==> config.mk <==
export PLATFORM = sky130hd
export DESIGN_NAME = pktarb_top
export DESIGN_NICKNAME = d
export VERILOG_FILES = /design/src/rtl/pktarb_pkg.sv /design/src/rtl/pktarb_rr_pick.sv /design/src/rtl/pktarb_edge.sv /design/src/rtl/pktarb_sel.sv /design/src/rtl/pktarb_top.sv
export SDC_FILE = /design/constraint.sdc
export NUM_CORES = 1
export LEC_CHECK = 0
export CAP_MARGIN = 0
export CORE_AREA = 2 2 261 263
export DETAILED_ROUTE_END_ITERATION = 16
export DIE_AREA = 0 0 263 265
export PLACE_DENSITY_LB_ADDON = 0.08
export SYNTH_ARGS = -nofsm -noshare
export SYNTH_HDL_FRONTEND = slang
export SYNTH_HIERARCHICAL = 1
export SYNTH_SLANG_ARGS = --single-unit
==> constraint.sdc <==
create_clock -name clk -period 4.35 [get_ports clk]
set_input_delay 0.6525 -clock clk [delete_from_list [all_inputs] [get_ports clk]]
set_output_delay 0.6525 -clock clk [all_outputs]
set_load 0.05 [all_outputs]
==> src/rtl/pktarb_pkg.sv <==
package pktarb_pkg;
  localparam int unsigned DEF_NPORT  = 8;
  localparam int unsigned DEF_DATA_W = 64;
  localparam int unsigned DEF_CTRL_W = 8;

  typedef enum logic {
    ARB_IDLE = 1'b0,
    ARB_HOLD = 1'b1
  } arb_state_e;
endpackage

==> src/rtl/pktarb_rr_pick.sv <==
module pktarb_rr_pick #(
  parameter int unsigned NPORT = 8,
  parameter int unsigned IDX_W = (NPORT > 1) ? $clog2(NPORT) : 1
) (
  input  logic [NPORT-1:0] req,
  input  logic [IDX_W-1:0] start,
  output logic             found,
  output logic [IDX_W-1:0] pick
);
  always_comb begin
    found = 1'b0;
    pick  = '0;
    for (int k = 0; k < NPORT; k++) begin
      logic [IDX_W:0] cand;
      cand = {1'b0, start} + (IDX_W+1)'(k);
      if (cand >= (IDX_W+1)'(NPORT)) cand = cand - (IDX_W+1)'(NPORT);
      if (!found && req[cand[IDX_W-1:0]]) begin
        found = 1'b1;
        pick  = cand[IDX_W-1:0];
      end
    end
  end
endmodule

==> src/rtl/pktarb_edge.sv <==
module pktarb_edge #(
  parameter int unsigned CTRL_W = 8
) (
  input  logic              clk,
  input  logic              rst_n,
  input  logic              beat,
  input  logic [CTRL_W-1:0] ctrl,
  output logic              last_beat
);
  logic in_body_q;

  assign last_beat = beat && (ctrl != '0) && in_body_q;

  always_ff @(posedge clk or negedge rst_n) begin
    if (!rst_n) begin
      in_body_q <= 1'b0;
    end else if (last_beat) begin
      in_body_q <= 1'b0;
    end else if (beat && ctrl == '0) begin
      in_body_q <= 1'b1;
    end
  end
endmodule

==> src/rtl/pktarb_sel.sv <==
module pktarb_sel #(
  parameter int unsigned NPORT  = 8,
  parameter int unsigned DATA_W = 64,
  parameter int unsigned CTRL_W = 8,
  parameter int unsigned IDX_W  = (NPORT > 1) ? $clog2(NPORT) : 1
) (
  input  logic                          hold,
  input  logic [IDX_W-1:0]              grant,
  input  logic [NPORT-1:0]              in_valid,
  output logic [NPORT-1:0]              in_ready,
  input  logic [NPORT-1:0][DATA_W-1:0]  in_data,
  input  logic [NPORT-1:0][CTRL_W-1:0]  in_ctrl,
  input  logic                          out_ready,
  output logic                          out_valid,
  output logic [DATA_W-1:0]             out_data,
  output logic [CTRL_W-1:0]             out_ctrl
);
  for (genvar i = 0; i < NPORT; i++) begin : g_rdy
    assign in_ready[i] = hold && out_ready && (grant == IDX_W'(i));
  end

  assign out_valid = hold && out_ready && in_valid[grant];
  assign out_data  = in_data[grant];
  assign out_ctrl  = in_ctrl[grant];
endmodule

==> src/rtl/pktarb_top.sv <==
module pktarb_top
  import pktarb_pkg::*;
#(
  parameter int unsigned NPORT  = DEF_NPORT,
  parameter int unsigned DATA_W = DEF_DATA_W,
  parameter int unsigned CTRL_W = DEF_CTRL_W
) (
  input  logic                          clk,
  input  logic                          rst_n,
  input  logic [NPORT-1:0]              in_valid,
  output logic [NPORT-1:0]              in_ready,
  input  logic [NPORT-1:0][DATA_W-1:0]  in_data,
  input  logic [NPORT-1:0][CTRL_W-1:0]  in_ctrl,
  output logic                          out_valid,
  input  logic                          out_ready,
  output logic [DATA_W-1:0]             out_data,
  output logic [CTRL_W-1:0]             out_ctrl
);
  localparam int unsigned IDX_W = (NPORT > 1) ? $clog2(NPORT) : 1;

  arb_state_e      state_q;
  logic [IDX_W-1:0] grant_q;
  logic [IDX_W-1:0] ptr_q;
  logic             found;
  logic [IDX_W-1:0] pick;
  logic             last_beat;
  logic             hold;

  assign hold = (state_q == ARB_HOLD);

  pktarb_rr_pick #(.NPORT(NPORT), .IDX_W(IDX_W)) u_pick (
    .req   (in_valid),
    .start (ptr_q),
    .found (found),
    .pick  (pick)
  );

  pktarb_sel #(.NPORT(NPORT), .DATA_W(DATA_W), .CTRL_W(CTRL_W), .IDX_W(IDX_W)) u_sel (
    .hold      (hold),
    .grant     (grant_q),
    .in_valid  (in_valid),
    .in_ready  (in_ready),
    .in_data   (in_data),
    .in_ctrl   (in_ctrl),
    .out_ready (out_ready),
    .out_valid (out_valid),
    .out_data  (out_data),
    .out_ctrl  (out_ctrl)
  );

  pktarb_edge #(.CTRL_W(CTRL_W)) u_edge (
    .clk       (clk),
    .rst_n     (rst_n),
    .beat      (out_valid),
    .ctrl      (out_ctrl),
    .last_beat (last_beat)
  );

  always_ff @(posedge clk or negedge rst_n) begin
    if (!rst_n) begin
      state_q <= ARB_IDLE;
      grant_q <= '0;
      ptr_q   <= '0;
    end else if (!hold) begin
      if (found) begin
        state_q <= ARB_HOLD;
        grant_q <= pick;
      end
    end else if (last_beat) begin
      state_q <= ARB_IDLE;
      ptr_q   <= (grant_q == IDX_W'(NPORT-1)) ? '0 : grant_q + 1'b1;
    end
  end
endmodule

Word level (Yosys, flattened, before mapping)
Cells that the tools add are included.
{"block": "word_totals", "in_bits": 587, "reg_bits": 8, "mem_bits_rw": 0, "latchBits": 0, "word_cells": 130, "memories": 0, "output_inout_bits": 81, "rom_bits": 0}
{"block": "classes", "n_reduce_logical": 33, "div": 0, "mux": 52, "shift": 0, "n_mul": 0, "n_eq_ne": 7, "add_sub_neg": 16, "bitwise": 1, "n_lt_le_gt_ge": 17}
{"op": "$bmux W64 S3", "count": 1}
{"op": "$mux W64", "count": 1}
{"op": "$mux W3", "count": 17}
{"op": "$lt A3 B4 Y1 const B", "count": 9}
{"op": "$ge A4 B4 Y1 const B", "count": 7}
{"op": "$bmux W1 S3", "count": 9}
{"op": "$bmux W8 S3", "count": 1}
{"op": "$sub A3 B1 Y3 const B", "count": 8}
{"op": "$mux W1", "count": 22}
{"op": "$logic_and A1 B1 Y1", "count": 20}
{"op": "$add A3 B3 Y4 const B", "count": 4}
{"op": "$eq A3 B3 Y1 const B", "count": 4}
{"op": "$add A3 B2 Y4 const B", "count": 2}
{"op": "$logic_not A8 Y1", "count": 1}
{"op": "$mux W8", "count": 1}
{"op": "$reduce_bool A8 Y1", "count": 1}
{"op": "$logic_not A1 Y1", "count": 7}
{"op": "$eq A3 B2 Y1 const B", "count": 2}
{"op": "$add A3 B1 Y4 const B", "count": 1}
{"op": "$ge A3 B4 Y1 const B", "count": 1}
{"op": "$reduce_and A2 Y1", "count": 2}
{"op": "$add A3 B1 Y3 const B", "count": 1}
{"op": "$eq A3 B1 Y1 const B", "count": 1}
{"op": "$logic_not A3 Y1", "count": 1}
{"op": "2 further kinds", "count": 2}

Longest topological paths before layout
{"block": "depth", "ltp_word": 28, "ltp_mapped": 12, "ltp_nobuf": 10}

By module
The synthesis kept the hierarchy.
{"module": "pktarb_sel", "n_inst": 1, "seq_area_each_um2": 0.0, "cells_per_inst": 564, "area_per_inst_um2": 4702.0}
{"module": "pktarb_rr_pick", "n_inst": 1, "seq_area_each_um2": 0.0, "cells_per_inst": 100, "area_per_inst_um2": 813.3}
{"module": "pktarb_top", "n_inst": 1, "seq_area_each_um2": 175.2, "cells_per_inst": 20, "area_per_inst_um2": 297.8}
{"module": "pktarb_edge", "n_inst": 1, "seq_area_each_um2": 25.0, "cells_per_inst": 7, "area_per_inst_um2": 73.8}

Worst setup path after synthesis
Ideal clock, no wire load.
{"block": "synth_path", "path_kind": "flip-flop to flip-flop", "startpoint": "register ptr_q[0]", "endpoint": "register grant_q[1]", "period_less_slack_ps": 3491, "n_path_buf": 2, "t_arrival_ps": 3366, "required_ps": 4225, "setup_ps": 125, "path_stages_with_launch": 13, "slack_ps": 859, "cell_sequence": "dfrtp_1 > buf_4 > inv_1 > ha_1 > buf_6 > mux2_4 > mux4_2 > and3_1 > a31oi_1 > or4b_1 > a221oi_2 > o22ai_1 > mux2_2"}
{"block": "synth_via", "word_cells_on_any_way": 78, "cone_classes": "15 x add/sub; 8 x order compare; 40 x mux; 15 x reduce/logical"}
{"item": "start: declaration", "line": "pktarb_top.sv:23", "source": "logic [IDX_W-1:0] ptr_q;"}
{"item": "start signal: assignment", "line": "pktarb_top.sv:71", "source": "ptr_q <= (grant_q == IDX_W'(NPORT-1)) ? '0 : grant_q + 1'b1;"}
{"item": "branches (longest 25 deep; another with $add A3 B1 Y4)"}
{"item": "$mux W3 (*)", "line": "pktarb_rr_pick.sv:17", "source": "if (!found && req[cand[IDX_W-1:0]]) begin"}
{"item": "via pick[1]", "line": "pktarb_top.sv:25", "source": "logic [IDX_W-1:0] pick;"}
{"item": "end signal: assignment", "line": "pktarb_top.sv:67", "source": "grant_q <= pick;"}
{"item": "end: declaration", "line": "pktarb_top.sv:22", "source": "logic [IDX_W-1:0] grant_q;"}
Mark *: on every way through the listed nets, which the timed path passes. The select of a mux whose other input is x is not followed.
A chain may end at the register's enable or synchronous reset.

Worst setup path in the final report
{"block": "layout_path", "startpoint": "register grant_q[1]", "endpoint": "output port out_data[12]"}
{"block": "layout_via", "elab_chain_cells": 2}
{"item": "$bmux W64 S3", "line": "pktarb_sel.sv:23", "source": "assign out_data = in_data[grant];"}
{"item": "$mux W64 (not written as such)", "line": "pktarb_sel.sv:23"}
{"item": "end: declaration", "line": "pktarb_top.sv:16", "source": "output logic [DATA_W-1:0] out_data,"}
Every way passes these cells. The select of a mux whose other input is x is not followed.

==> metrics.cfg <==
[outcome]
outcome = completed

[floorplan]
fp.dieW_microns = 263
num_rows = 95
core_area_sq_um = 66800
initial_core_util = 0.0881
die_h_microns = 265
dieArea_sq_um = 69700
io_pins = 668

[critical_path]
path_cells = buf_12, mux2_2, o22ai_1, a211oi_1, clkdlybuf4s50_1
crit_family = buffers and inverters
crit_end = out_data[12]
path_class = flop to primary output
cp-start-kind = flop
rr_endpoint = grant_q[1]
cp.required_ps = 3700
ff2ff_path_depth = 10
ff2ff_setup_slack_ps = 710
crit_start = grant_q[1]
crit_slowest_cell = clkdlybuf4s50_1
crit_path_max_fanout = 88
crit_cells = 5
max_stage_delay_ps = 930
arrival_ps = 3320
end_kind = primary output
cp_num_buf_inv = 2
r2r_start = ptr_q[1]

[timing]
worstMarginPinSlew_ps = 922
drv_slew = 0
post-route-period-util = 0.914
max_clock_freq_mhz = 252
fin_crit_ps = 3970
fin_setup_tns_ps = 0
rsz0062_at_grt = no
max_slew_margin = 0.383
hold_viol = 0
setup_violations = 0
skew_ps = 0.543
final.setup.worst_slack_ps = 376

[route]
drt_iter0_drc = 267
routed_wl_mm = 55.7
wl_per_cell_microns = 25.3
final_antenna_net_count = 0
first_pass_iters = 6
drc = 0
vias_per_cell = 3.91
vias = 8623

[clock_network]
cts_made_buffers = 3
clkTransAtPathRegs_ps = 40
cts_root_buffer = clkbuf_16
ctsResizeCount = 0
clk_latency_ps = 240
clock-sinks = 8
cts_hold_buf = 0
cts_tree = built
cts_buffer_depth = 2
h-tree-depth = 1
cts_setup_buffers = 0

[place]
dp_cells = 2193
pre_cts_ws_ps = 675
gp_congestion = 0.894
dpl.hpwl_mm = 46.6
place_area_sq_um = 13600
portBuffers = 667

[yosys]
yosysWarnings = 6
synthMostInstantiatedCell = mux2_2
yosysUniqueCellTypes = 51
synth.cell_area_sq_um = 5890
syn_nets = 1282
synth_edf_count = 0
netlist_top_cells_count = mux2_2 (167), o22ai_1 (114), nor2_1 (61)
syn_avg_cell_area_sq_um = 8.52
syn_inst = 691
ys.flop_type = dfrtp_1
yosysTopAreaCell = mux2_2
seq_area_frac_synth = 0.0340
synth_top_area_share = 0.319
async_reset_ff_frac = 1.00
synth_seq_cells = 8
synth_area_leaders = mux2_2 (32%), o22ai_1 (12%), mux2i_1 (10%), mux4_2 (6.1%), a211oi_1 (5.4%)

[grt]
grt_max_degree = 89
grt_pass1_vias = 9345
antenna_found_initial = 9
grt_pass1_wl_mm = 76.4
grt_use_total = 0.152
grt-ovfl-total = 0

[finish]
layoutNonFillerInstCount = 2203
final_cell_area_sq_um = 13700
area_growth_pct = 132
nFillCells = 7453
fin_nets = 1916
drive_gt1_frac = 0.202

[power]
power.density_nw_per_um2 = 157
power_leakage_nw = 4.79
p_total_w = 0.00214
peakVddDrop_mv = 0.0923

[min_path]
worstHoldPathType = flop to flop
hp-start = u_edge/in_body_q

[job]
cap_violations = 0

-- state kept, by name, summed over array words and instances (netlist names) --
register	flops
ptr_q	3
hold	1
grant_q	3
u_edge/in_body_q	1
-- kinds of logic after synthesis --
family                     after synthesis  synth area share
muxes                                  249             0.496
DFF                                      8            0.0340
xor gates and xnor gates                 4           0.00595
and+or+nand+nor                        125             0.104
adders and majority gates                4           0.00850
buffers and inverters                   78            0.0825
AOI/OAI and AO/OA                      223             0.269
-- cell type report --
class | instances | area [sq um] | share of cell area
timing repair buffer | 701 | 7030 | 0.514
multi-input combinational | 605 | 5210 | 0.382
sequential | 8 | 211 | 0.0155
clock buffer | 4 | 78.8 | 0.00577
tap | 873 | 1090 | 0.0800
antenna | 6 | 15.0 | 0.00110
inverter | 6 | 22.5 | 0.00165
-- per-stage QoR --
| stage | hold WS [ps] | utilization |
|---|---|---|
| floorplan | 357 | - |
| global route | 663 | 0.204 |
| detailed placement | 599 | 0.203 |
| finish | 604 | 0.204 |
| CTS | 609 | 0.204 |
| global placement | 570 | 0.203 |
-- power breakdown --
part / internal, W / total [W] / switching (W)
Sequential: 0.0000781 / 0.0000988 / 0.0000207
Clock: 0.000123 / 0.000167 / 0.0000443
Combinational: 0.000973 / 0.00188 / 0.000903
Total: 0.00117 / 0.00214 / 0.000968
-- cell usage in the layout (no fill, tap or decap), drive strengths merged, types with 3 or more instances in the layout --
master and count:
clkdlybuf4s50 640, mux2 172, o22ai 114, nor2 63
mux2i 61, buf 61, a211oi 42, a221oi 27
o2bb2ai 21, nand2 17, mux4 16, dfrtp 8
a21oi 7, nor3 7, nand3 7, nor4 7
diode 6, inv 6, nor2b 5, nand2b 5
ha 4, clkbuf 4, xnor2 3, o221ai 3
nand3b 3
-- routing by layer --
| metal | vias up | track usage | part of all wire |
|---|---|---|---|
| met5 | - | 0 | 0.0011 |
| met4 | 8 | 0.0142 | 0.0068 |
| met3 | 24 | 0.0345 | 0.058 |
| met2 | 303 | 0.304 | 0.55 |
| met1 | 4197 | 0.167 | 0.38 |
| li1 | 4091 | - | - |
-- worst min-delay path: cells and delay by family, from the launching register on --
kind | cells | cell delay [ps]
compound gates | 1 | 100
simple gates | 1 | 130
flops | 1 | 340
-- worst min path at each step --
| stage | to | slack (ps) | cells after the start |
|---|---|---|---|
| final | u_edge/in_body_q | 600 | 2 |
| after global routing | u_edge/in_body_q | 660 | 2 |
| after CTS | u_edge/in_body_q | 610 | 2 |
| after detailed placement | u_edge/in_body_q | 600 | 2 |
| after global placement | u_edge/in_body_q | 570 | 2 |
| after floorplan | grant_q[0] | 360 | 0 |
Note: power is estimated with default switching activity, not from simulation.
